`config.mk`:
```
export PLATFORM = sky130hd
export DESIGN_NAME = fp_normalizer
export DESIGN_NICKNAME = d
export VERILOG_FILES = /design/src/rtl/nrm_pkg.sv /design/src/rtl/nrm_ctrl.sv /design/src/rtl/nrm_datapath.sv /design/src/rtl/fp_normalizer.sv
export SDC_FILE = /design/constraint.sdc
export NUM_CORES = 1
export LEC_CHECK = 0
export ABC_AREA = 1
export CAP_MARGIN = 20
export CELL_PAD_IN_SITES_DETAIL_PLACEMENT = 0
export CELL_PAD_IN_SITES_GLOBAL_PLACEMENT = 1
export CORE_MARGIN = 4
export CORE_UTILIZATION = 37
export DETAILED_ROUTE_END_ITERATION = 10
export PLACE_DENSITY_LB_ADDON = 0.1
export SYNTH_ARGS = -nofsm -noshare
export SYNTH_HDL_FRONTEND = slang
export SYNTH_SLANG_ARGS = --single-unit
```
`constraint.sdc`:
```
create_clock -name clk -period 1.9 [get_ports clk]
set_clock_uncertainty 0.2 [all_clocks]
set_input_delay 0.285 -clock clk [delete_from_list [all_inputs] [get_ports clk]]
set_output_delay 0.285 -clock clk [all_outputs]
set_load 0.01 [all_outputs]
```
`src/rtl/nrm_pkg.sv`:
```
package nrm_pkg;
  localparam int DEF_EXP_W  = 6;
  localparam int DEF_FRAC_W = 9;

  // Strobes from the controller to the datapath
  typedef struct packed {
    logic load;       // capture operand into working registers
    logic shift;      // one left shift, exponent minus one
    logic passIn;     // input already normal, publish as is
    logic doneShift;  // shifted value is normal, publish it
    logic doneZero;   // zero fraction, publish real zero
    logic doneUflow;  // exponent exhausted, publish real zero
  } nrmStrobe_t;

  typedef enum logic {ST_IDLE, ST_RUN} nrmState_t;
endpackage

```
`src/rtl/nrm_ctrl.sv`:
```
module nrm_ctrl
  import nrm_pkg::*;
#(
  parameter int FRAC_W = DEF_FRAC_W
) (
  input  logic       clk,
  input  logic       rstN,
  input  logic       inValid,
  input  logic       inFracZero,
  input  logic       inFracMsb,
  input  logic       workExpMin,
  input  logic       shiftFracMsb,
  output nrmStrobe_t strb,
  output logic       busy
);
  localparam int CNT_W = $clog2(FRAC_W + 2);

  nrmState_t state, stateNext;

  always_comb begin
    strb      = '0;
    stateNext = state;
    case (state)
      ST_IDLE: begin
        if (inValid) begin
          if (inFracZero)     strb.doneZero = 1'b1;
          else if (inFracMsb) strb.passIn   = 1'b1;
          else begin
            strb.load = 1'b1;
            stateNext = ST_RUN;
          end
        end
      end
      ST_RUN: begin
        if (workExpMin) begin
          strb.doneUflow = 1'b1;
          stateNext      = ST_IDLE;
        end else begin
          strb.shift = 1'b1;
          if (shiftFracMsb) begin
            strb.doneShift = 1'b1;
            stateNext      = ST_IDLE;
          end
        end
      end
      default: stateNext = ST_IDLE;
    endcase
  end

  always_ff @(posedge clk or negedge rstN) begin
    if (!rstN) state <= ST_IDLE;
    else       state <= stateNext;
  end

  assign busy = (state == ST_RUN);

  // Cycle counter for the run-length check below
  logic [CNT_W-1:0] runCnt;
  always_ff @(posedge clk or negedge rstN) begin
    if (!rstN)     runCnt <= '0;
    else if (busy) runCnt <= runCnt + 1'b1;
    else           runCnt <= '0;
  end

  // a run never exceeds one cycle per fraction bit
  p_run_bounded_r3: assert property (@(posedge clk) disable iff (!rstN)
    busy |-> (runCnt < CNT_W'(FRAC_W)));

  // while running, a start strobe never reloads the operand
  p_no_reload_r6: assert property (@(posedge clk) disable iff (!rstN)
    (busy && inValid) |=> !$past(strb.load));
endmodule

```
`src/rtl/nrm_datapath.sv`:
```
module nrm_datapath
  import nrm_pkg::*;
#(
  parameter int EXP_W  = DEF_EXP_W,
  parameter int FRAC_W = DEF_FRAC_W
) (
  input  logic                         clk,
  input  logic                         rstN,
  input  nrmStrobe_t                   strb,
  input  logic [EXP_W+FRAC_W:0]        inWord,
  output logic                         inFracZero,
  output logic                         inFracMsb,
  output logic                         workExpMin,
  output logic                         shiftFracMsb,
  output logic                         outValid,
  output logic [EXP_W+FRAC_W:0]        outWord,
  output logic                         zeroFlag,
  output logic                         underflowFlag
);
  localparam int WORD_W = 1 + EXP_W + FRAC_W;
  localparam logic signed [EXP_W-1:0] EXP_MIN = {1'b1, {(EXP_W-1){1'b0}}};

  logic                     workSign;
  logic signed [EXP_W-1:0]  workExp;
  logic [FRAC_W-1:0]        workFrac;
  logic [FRAC_W-1:0]        inFrac;
  logic [FRAC_W-1:0]        shiftFrac;
  logic signed [EXP_W-1:0]  shiftExp;

  assign inFrac       = inWord[FRAC_W-1:0];
  assign inFracZero   = (inFrac == '0);
  assign inFracMsb    = inFrac[FRAC_W-1];
  assign shiftFrac    = {workFrac[FRAC_W-2:0], 1'b0};
  assign shiftExp     = workExp - 1'b1;
  assign shiftFracMsb = shiftFrac[FRAC_W-1];
  assign workExpMin   = (workExp == EXP_MIN);

  always_ff @(posedge clk or negedge rstN) begin
    if (!rstN) begin
      workSign <= 1'b0;
      workExp  <= '0;
      workFrac <= '0;
    end else if (strb.load) begin
      workSign <= inWord[WORD_W-1];
      workExp  <= inWord[WORD_W-2:FRAC_W];
      workFrac <= inFrac;
    end else if (strb.shift) begin
      workExp  <= shiftExp;
      workFrac <= shiftFrac;
    end
  end

  always_ff @(posedge clk or negedge rstN) begin
    if (!rstN) begin
      outValid      <= 1'b0;
      outWord       <= '0;
      zeroFlag      <= 1'b0;
      underflowFlag <= 1'b0;
    end else begin
      outValid <= strb.passIn | strb.doneShift | strb.doneZero | strb.doneUflow;
      if (strb.passIn) begin
        outWord       <= inWord;
        zeroFlag      <= 1'b0;
        underflowFlag <= 1'b0;
      end else if (strb.doneShift) begin
        outWord       <= {workSign, shiftExp, shiftFrac};
        zeroFlag      <= 1'b0;
        underflowFlag <= 1'b0;
      end else if (strb.doneZero) begin
        outWord       <= '0;
        zeroFlag      <= 1'b1;
        underflowFlag <= 1'b0;
      end else if (strb.doneUflow) begin
        outWord       <= '0;
        zeroFlag      <= 1'b0;
        underflowFlag <= 1'b1;
      end
    end
  end

  // a plain result is always in normal form
  p_norm_msb_r3: assert property (@(posedge clk) disable iff (!rstN)
    (outValid && !zeroFlag && !underflowFlag) |-> outWord[FRAC_W-1]);

  // a zero result is the all-zero word
  p_zero_word_r4: assert property (@(posedge clk) disable iff (!rstN)
    (outValid && zeroFlag) |-> (outWord == '0));

  // an underflow result is the all-zero word
  p_uflow_word_r5: assert property (@(posedge clk) disable iff (!rstN)
    (outValid && underflowFlag) |-> (outWord == '0));

  // the working sign never changes while shifting
  p_sign_keep_r9: assert property (@(posedge clk) disable iff (!rstN)
    $past(strb.shift) |-> (workSign == $past(workSign)));

  // the result word only moves on a done pulse
  p_hold_word_r10: assert property (@(posedge clk) disable iff (!rstN)
    !outValid |-> $stable(outWord));
endmodule

```
`src/rtl/fp_normalizer.sv`:
```
module fp_normalizer #(
  parameter int EXP_W  = 6,
  parameter int FRAC_W = 9
) (
  input  logic                  clk,
  input  logic                  rstN,
  input  logic                  inValid,
  input  logic [EXP_W+FRAC_W:0] inWord,
  output logic                  busy,
  output logic                  outValid,
  output logic [EXP_W+FRAC_W:0] outWord,
  output logic                  zeroFlag,
  output logic                  underflowFlag
);
  import nrm_pkg::*;

  nrmStrobe_t strb;
  logic inFracZero, inFracMsb, workExpMin, shiftFracMsb;

  nrm_ctrl #(.FRAC_W(FRAC_W)) u_ctrl (
    .clk          (clk),
    .rstN         (rstN),
    .inValid      (inValid),
    .inFracZero   (inFracZero),
    .inFracMsb    (inFracMsb),
    .workExpMin   (workExpMin),
    .shiftFracMsb (shiftFracMsb),
    .strb         (strb),
    .busy         (busy)
  );

  nrm_datapath #(.EXP_W(EXP_W), .FRAC_W(FRAC_W)) u_dp (
    .clk           (clk),
    .rstN          (rstN),
    .strb          (strb),
    .inWord        (inWord),
    .inFracZero    (inFracZero),
    .inFracMsb     (inFracMsb),
    .workExpMin    (workExpMin),
    .shiftFracMsb  (shiftFracMsb),
    .outValid      (outValid),
    .outWord       (outWord),
    .zeroFlag      (zeroFlag),
    .underflowFlag (underflowFlag)
  );

  // busy and the done pulse never overlap
  p_busy_done_excl_r7: assert property (@(posedge clk) disable iff (!rstN)
    !(busy && outValid));

  // a done pulse lasts exactly one cycle unless a fresh start arrived
  p_done_pulse_r7: assert property (@(posedge clk) disable iff (!rstN)
    (outValid && !$past(inValid)) |-> !$past(outValid));
endmodule

```
==> results of run 1 <==
==> state kept, by name (all words and copies together), names as in the netlist <==
register and flops:
u_dp.outValid 1, u_dp.zeroFlag 1, u_dp.workSign 1, u_dp.underflowFlag 1
u_dp.workExp 6, u_ctrl.busy 1, u_dp.workFrac 8, u_dp.outWord 16
==> final cells by class <==
| cell class | count | area [um^2] | area share [%] |
|---|---|---|---|
| Clock buffer | 6 | 82.58 | 3.141 |
| Clock inverter | 2 | 35.03 | 1.333 |
| Sequential cell | 35 | 877.1 | 33.37 |
| Multi-Input combinational cell | 160 | 837.1 | 31.84 |
| Inverter | 39 | 146.4 | 5.569 |
| Tap cell | 70 | 87.58 | 3.332 |
| Timing Repair Buffer | 59 | 563.0 | 21.42 |
==> synthesized netlist by cell type <==
library cell / n
sky130_fd_sc_hd__nand3_1: 31
sky130_fd_sc_hd__o21ai_0: 3
sky130_fd_sc_hd__o21ai_4: 1
sky130_fd_sc_hd__a21boi_0: 3
sky130_fd_sc_hd__nand3_2: 1
sky130_fd_sc_hd__o21ai_2: 5
sky130_fd_sc_hd__xnor2_1: 2
sky130_fd_sc_hd__nor2_2: 1
sky130_fd_sc_hd__a21oi_1: 2
sky130_fd_sc_hd__buf_2: 4
sky130_fd_sc_hd__inv_1: 38
sky130_fd_sc_hd__nor3_4: 1
sky130_fd_sc_hd__o22ai_1: 10
sky130_fd_sc_hd__nand2_1: 64
sky130_fd_sc_hd__nand3b_1: 1
sky130_fd_sc_hd__buf_4: 4
sky130_fd_sc_hd__ha_1: 2
sky130_fd_sc_hd__dfrtp_1: 35
sky130_fd_sc_hd__nand4_1: 21
sky130_fd_sc_hd__nor2_1: 9
sky130_fd_sc_hd__o21ai_1: 2
sky130_fd_sc_hd__buf_6: 2
sky130_fd_sc_hd__nor2_4: 1
sky130_fd_sc_hd__clkinv_1: 1
sky130_fd_sc_hd__clkbuf_1: 3
==> worst reg2reg max path, cell delays in order (launching register included) <==
cell and delay (ns):
sky130_fd_sc_hd__dfrtp_1 0.40, sky130_fd_sc_hd__inv_1 0.08, sky130_fd_sc_hd__ha_1 0.14, sky130_fd_sc_hd__nand2_1 0.04
sky130_fd_sc_hd__inv_1 0.07, sky130_fd_sc_hd__nand3_2 0.09, sky130_fd_sc_hd__nand2_2 0.15, sky130_fd_sc_hd__buf_4 0.23
sky130_fd_sc_hd__o21ai_2 0.07, sky130_fd_sc_hd__nand2_1 0.05, sky130_fd_sc_hd__nand2_1 0.05
==> stage by stage <==
step | setup TNS [ns] | total power, mW | hold WS [ns] | instances
floorplan | 0 | 2.492 | -0.2106 | 247
global placement | -1.287 | 3.261 | 0.2840 | 363
detailed placement | -1.235 | 3.276 | 0.2841 | 363
CTS | 0 | 3.993 | 0.2297 | 371
global route | 0 | 4.331 | 0.2646 | 371
finish | 0 | 3.954 | 0.2187 | 371
==> final timing paths <==
path	start	end	depth (start not counted)
max	u_ctrl.busy	busy	1
min	rstN	u_dp.workFrac[6]	2
max reg2reg	u_dp.workExp[1]	u_dp.workFrac[4]	10
min reg2reg	u_dp.workSign	u_dp.workSign	2
max in group asynchronous	rstN	u_ctrl.busy	2
min in group clk	u_dp.workSign	u_dp.workSign	2
==> power breakdown <==
group / switching (mW) / internal [mW]
registers: 0.237 / 1.10
clock network: 0.277 / 0.425
logic: 1.01 / 0.906
==> logic make-up after synthesis <==
kind of cell	after synthesis	synth area share [%]
and+or+nand+nor	130	31.53
adders and majority gates	2	1.289
DFF	35	45.13
xor gates and xnor gates	2	0.9028
AOI/OAI and AO/OA	26	9.284
buffers and inverters	52	11.86
==> per-layer routing <==
layer / track usage (%) / vias up / share of wire [%]
met2: 25.41 / 52 / 44
li1: - / 916 / -
met4: 5.405 / 0 / 1.3
met3: 3.700 / 7 / 5.3
met5: 0 / - / 0
met1: 23.05 / 830 / 49
==> summary.md, run 1 <==
| Metric | Value |
|---|---|
| Per-cell via count in the routed design | a little under 5 |
| Synthesis-to-finish area growth | 35.46% |
| Net total in the final layout | 321 |
| Max Cap Violations | 0 |
| Classification of the worst-slack hold path | input port to asynchronous set/reset pin |
| Run status | finished clean |
| Number of buffers inserted for hold repair after clock tree synthesis | 0 |
| Largest net degree at the start of global routing | 36 |
| CTS HTree Levels | 2 |
| Crit-path max cell delay | 0.57 ns |
| Wire length of the first global-routing pass | approximately 8200 um |
| Count of endpoints failing hold in the final timing report | 0 |
| Clock root buffer | sky130_fd_sc_hd__clkbuf_8 |
| First-pass DRT Iterations | 4 |
| Vias in the first global route | 1744 |
| Data arrival at the endpoint of the critical path | 1.33 ns |
| Synth Warn # | 0 |
| Die Span X | 80.42 um |
| Worst path slowest cell | sky130_fd_sc_hd__clkdlybuf4s50_1 |
| Maximum clock insertion buffer count | 2 |
| Syn_area_per_cell | 7.857 um^2 |
| Clock period minus worst slack | 1.819 ns |
| Initial Utilization | 38.00% |
| Height of the die | 80.42 um |
| Biggest fanout along the worst timing path | 6 |
| Clk pin slew, worst setup/hold paths | 0.08 ns |
| Final worst setup slack | 0.08104 ns |
| Minimum setup slack among reg-to-reg paths | 0.22 ns |
| Number of clock buffers inserted by TritonCTS | 5 |
| Type of destination of the critical path | output pin |
| Maximum achievable frequency | 549.8 MHz |
| Distinct cells, synth | 25 |
| Post-synthesis register bit count | 35 |
| Routability congestion estimate from global placement | 0.8191 |
| Most common cell after layout, fill and taps aside | sky130_fd_sc_hd__nand2_1 |
| Commonest cells after routing, fill and taps aside | sky130_fd_sc_hd__nand2_1, sky130_fd_sc_hd__inv_1, sky130_fd_sc_hd__clkdlybuf4s50_1 |
| Part of the Yosys area used for sequential elements | a little under half |
| Critical Setup Path Class | flop to output pin |
| Mapped cell area | 1941 um^2 |
| Share of the synthesized area in the top cell type | between 40% and 50% |
| Number of antenna violations at the first check in global routing | 0 |
| Count of buffers added by post-CTS timing repair for setup | 0 |
| Proportion of layout cells with a drive suffix above 1 | 13.62% |
| Period utilization | 95.73% |
| Wire length per cell after detailed routing | 13.13 um |
| Count of input and output buffers | 38 |
| Later-pin clock latency in the skew report | 0.29 ns |
| Type of origin of the critical path | flop |
| Fill cell count | 543 |
| Final routed DRC violation total | 0 |
| Pins Over Slew Limit | 0 |
| Bufs and invs on worst path | 1 |
| Row count | 26 |
| Static Leakage | between 1 and 1.5 nW |
| Post-cts resize count | 1 |
| Count of routing violations after the opening detailed-route iteration | 78 |
| Number of instances in the synthesized netlist | between 200 and 250 |
| Cell Pwr Density | 1504 nW/um^2 |
| Via count | 1805 |
| Global router's overall resource usage | 16.59% |
| Top-level port count | 39 |
| Dominant delay contributor by cell family on the critical path | buffers and inverters |
| Diode count | 0 |
| Area contributors post-synth | sky130_fd_sc_hd__dfrtp_1, sky130_fd_sc_hd__nand2_1, sky130_fd_sc_hd__nand3_1 |
| Critical path required time | 1.41 ns |
| Final global-route overflow total | 0 |
| Leading area contributor after synthesis | sky130_fd_sc_hd__dfrtp_1 |
| Unrepaired setup endpoints after global routing | no |
| Setup WS pre-CTS | -0.1416 ns |
| Post-route cell area | about 2600 um^2 |
| Peak supply drop | 0.0006029 V |
| Clock tree from TritonCTS | built |
| Post-route core utilization | 51.47% |
| Setup violations, final | 0 |
| Die footprint | around 6500 um^2 |
| Post-route antenna net violation count | 0 |
| Clock Sinks | 35 |
| Critical path, cell by cell | clkdlybuf4s50_1 |
| Wire length after detailed routing | 4870 um |
| HPWL Detailed | 3555 um |
| Core area | 5107 um^2 |
| Instance area at placement | 2507 um^2 |
| Actual slew at the worst max-slew pin | about 0.47 ns |
| Synthesized net count | 268 |
| Relative slew slack | 68.73% |
No activity file was read; power rests on OpenSTA's default activity.
==> run 2, diff against run 1 <==
--- a/config.mk
+++ b/config.mk
@@ -12,6 +12,7 @@
 export CORE_MARGIN = 4
 export CORE_UTILIZATION = 37
 export DETAILED_ROUTE_END_ITERATION = 10
+export GPL_ROUTABILITY_DRIVEN = 0
 export PLACE_DENSITY_LB_ADDON = 0.1
 export SYNTH_ARGS = -nofsm -noshare
 export SYNTH_HDL_FRONTEND = slang
==> results of run 2 <==
No change in the layout: final DEF, timing and power equal those of run 1.
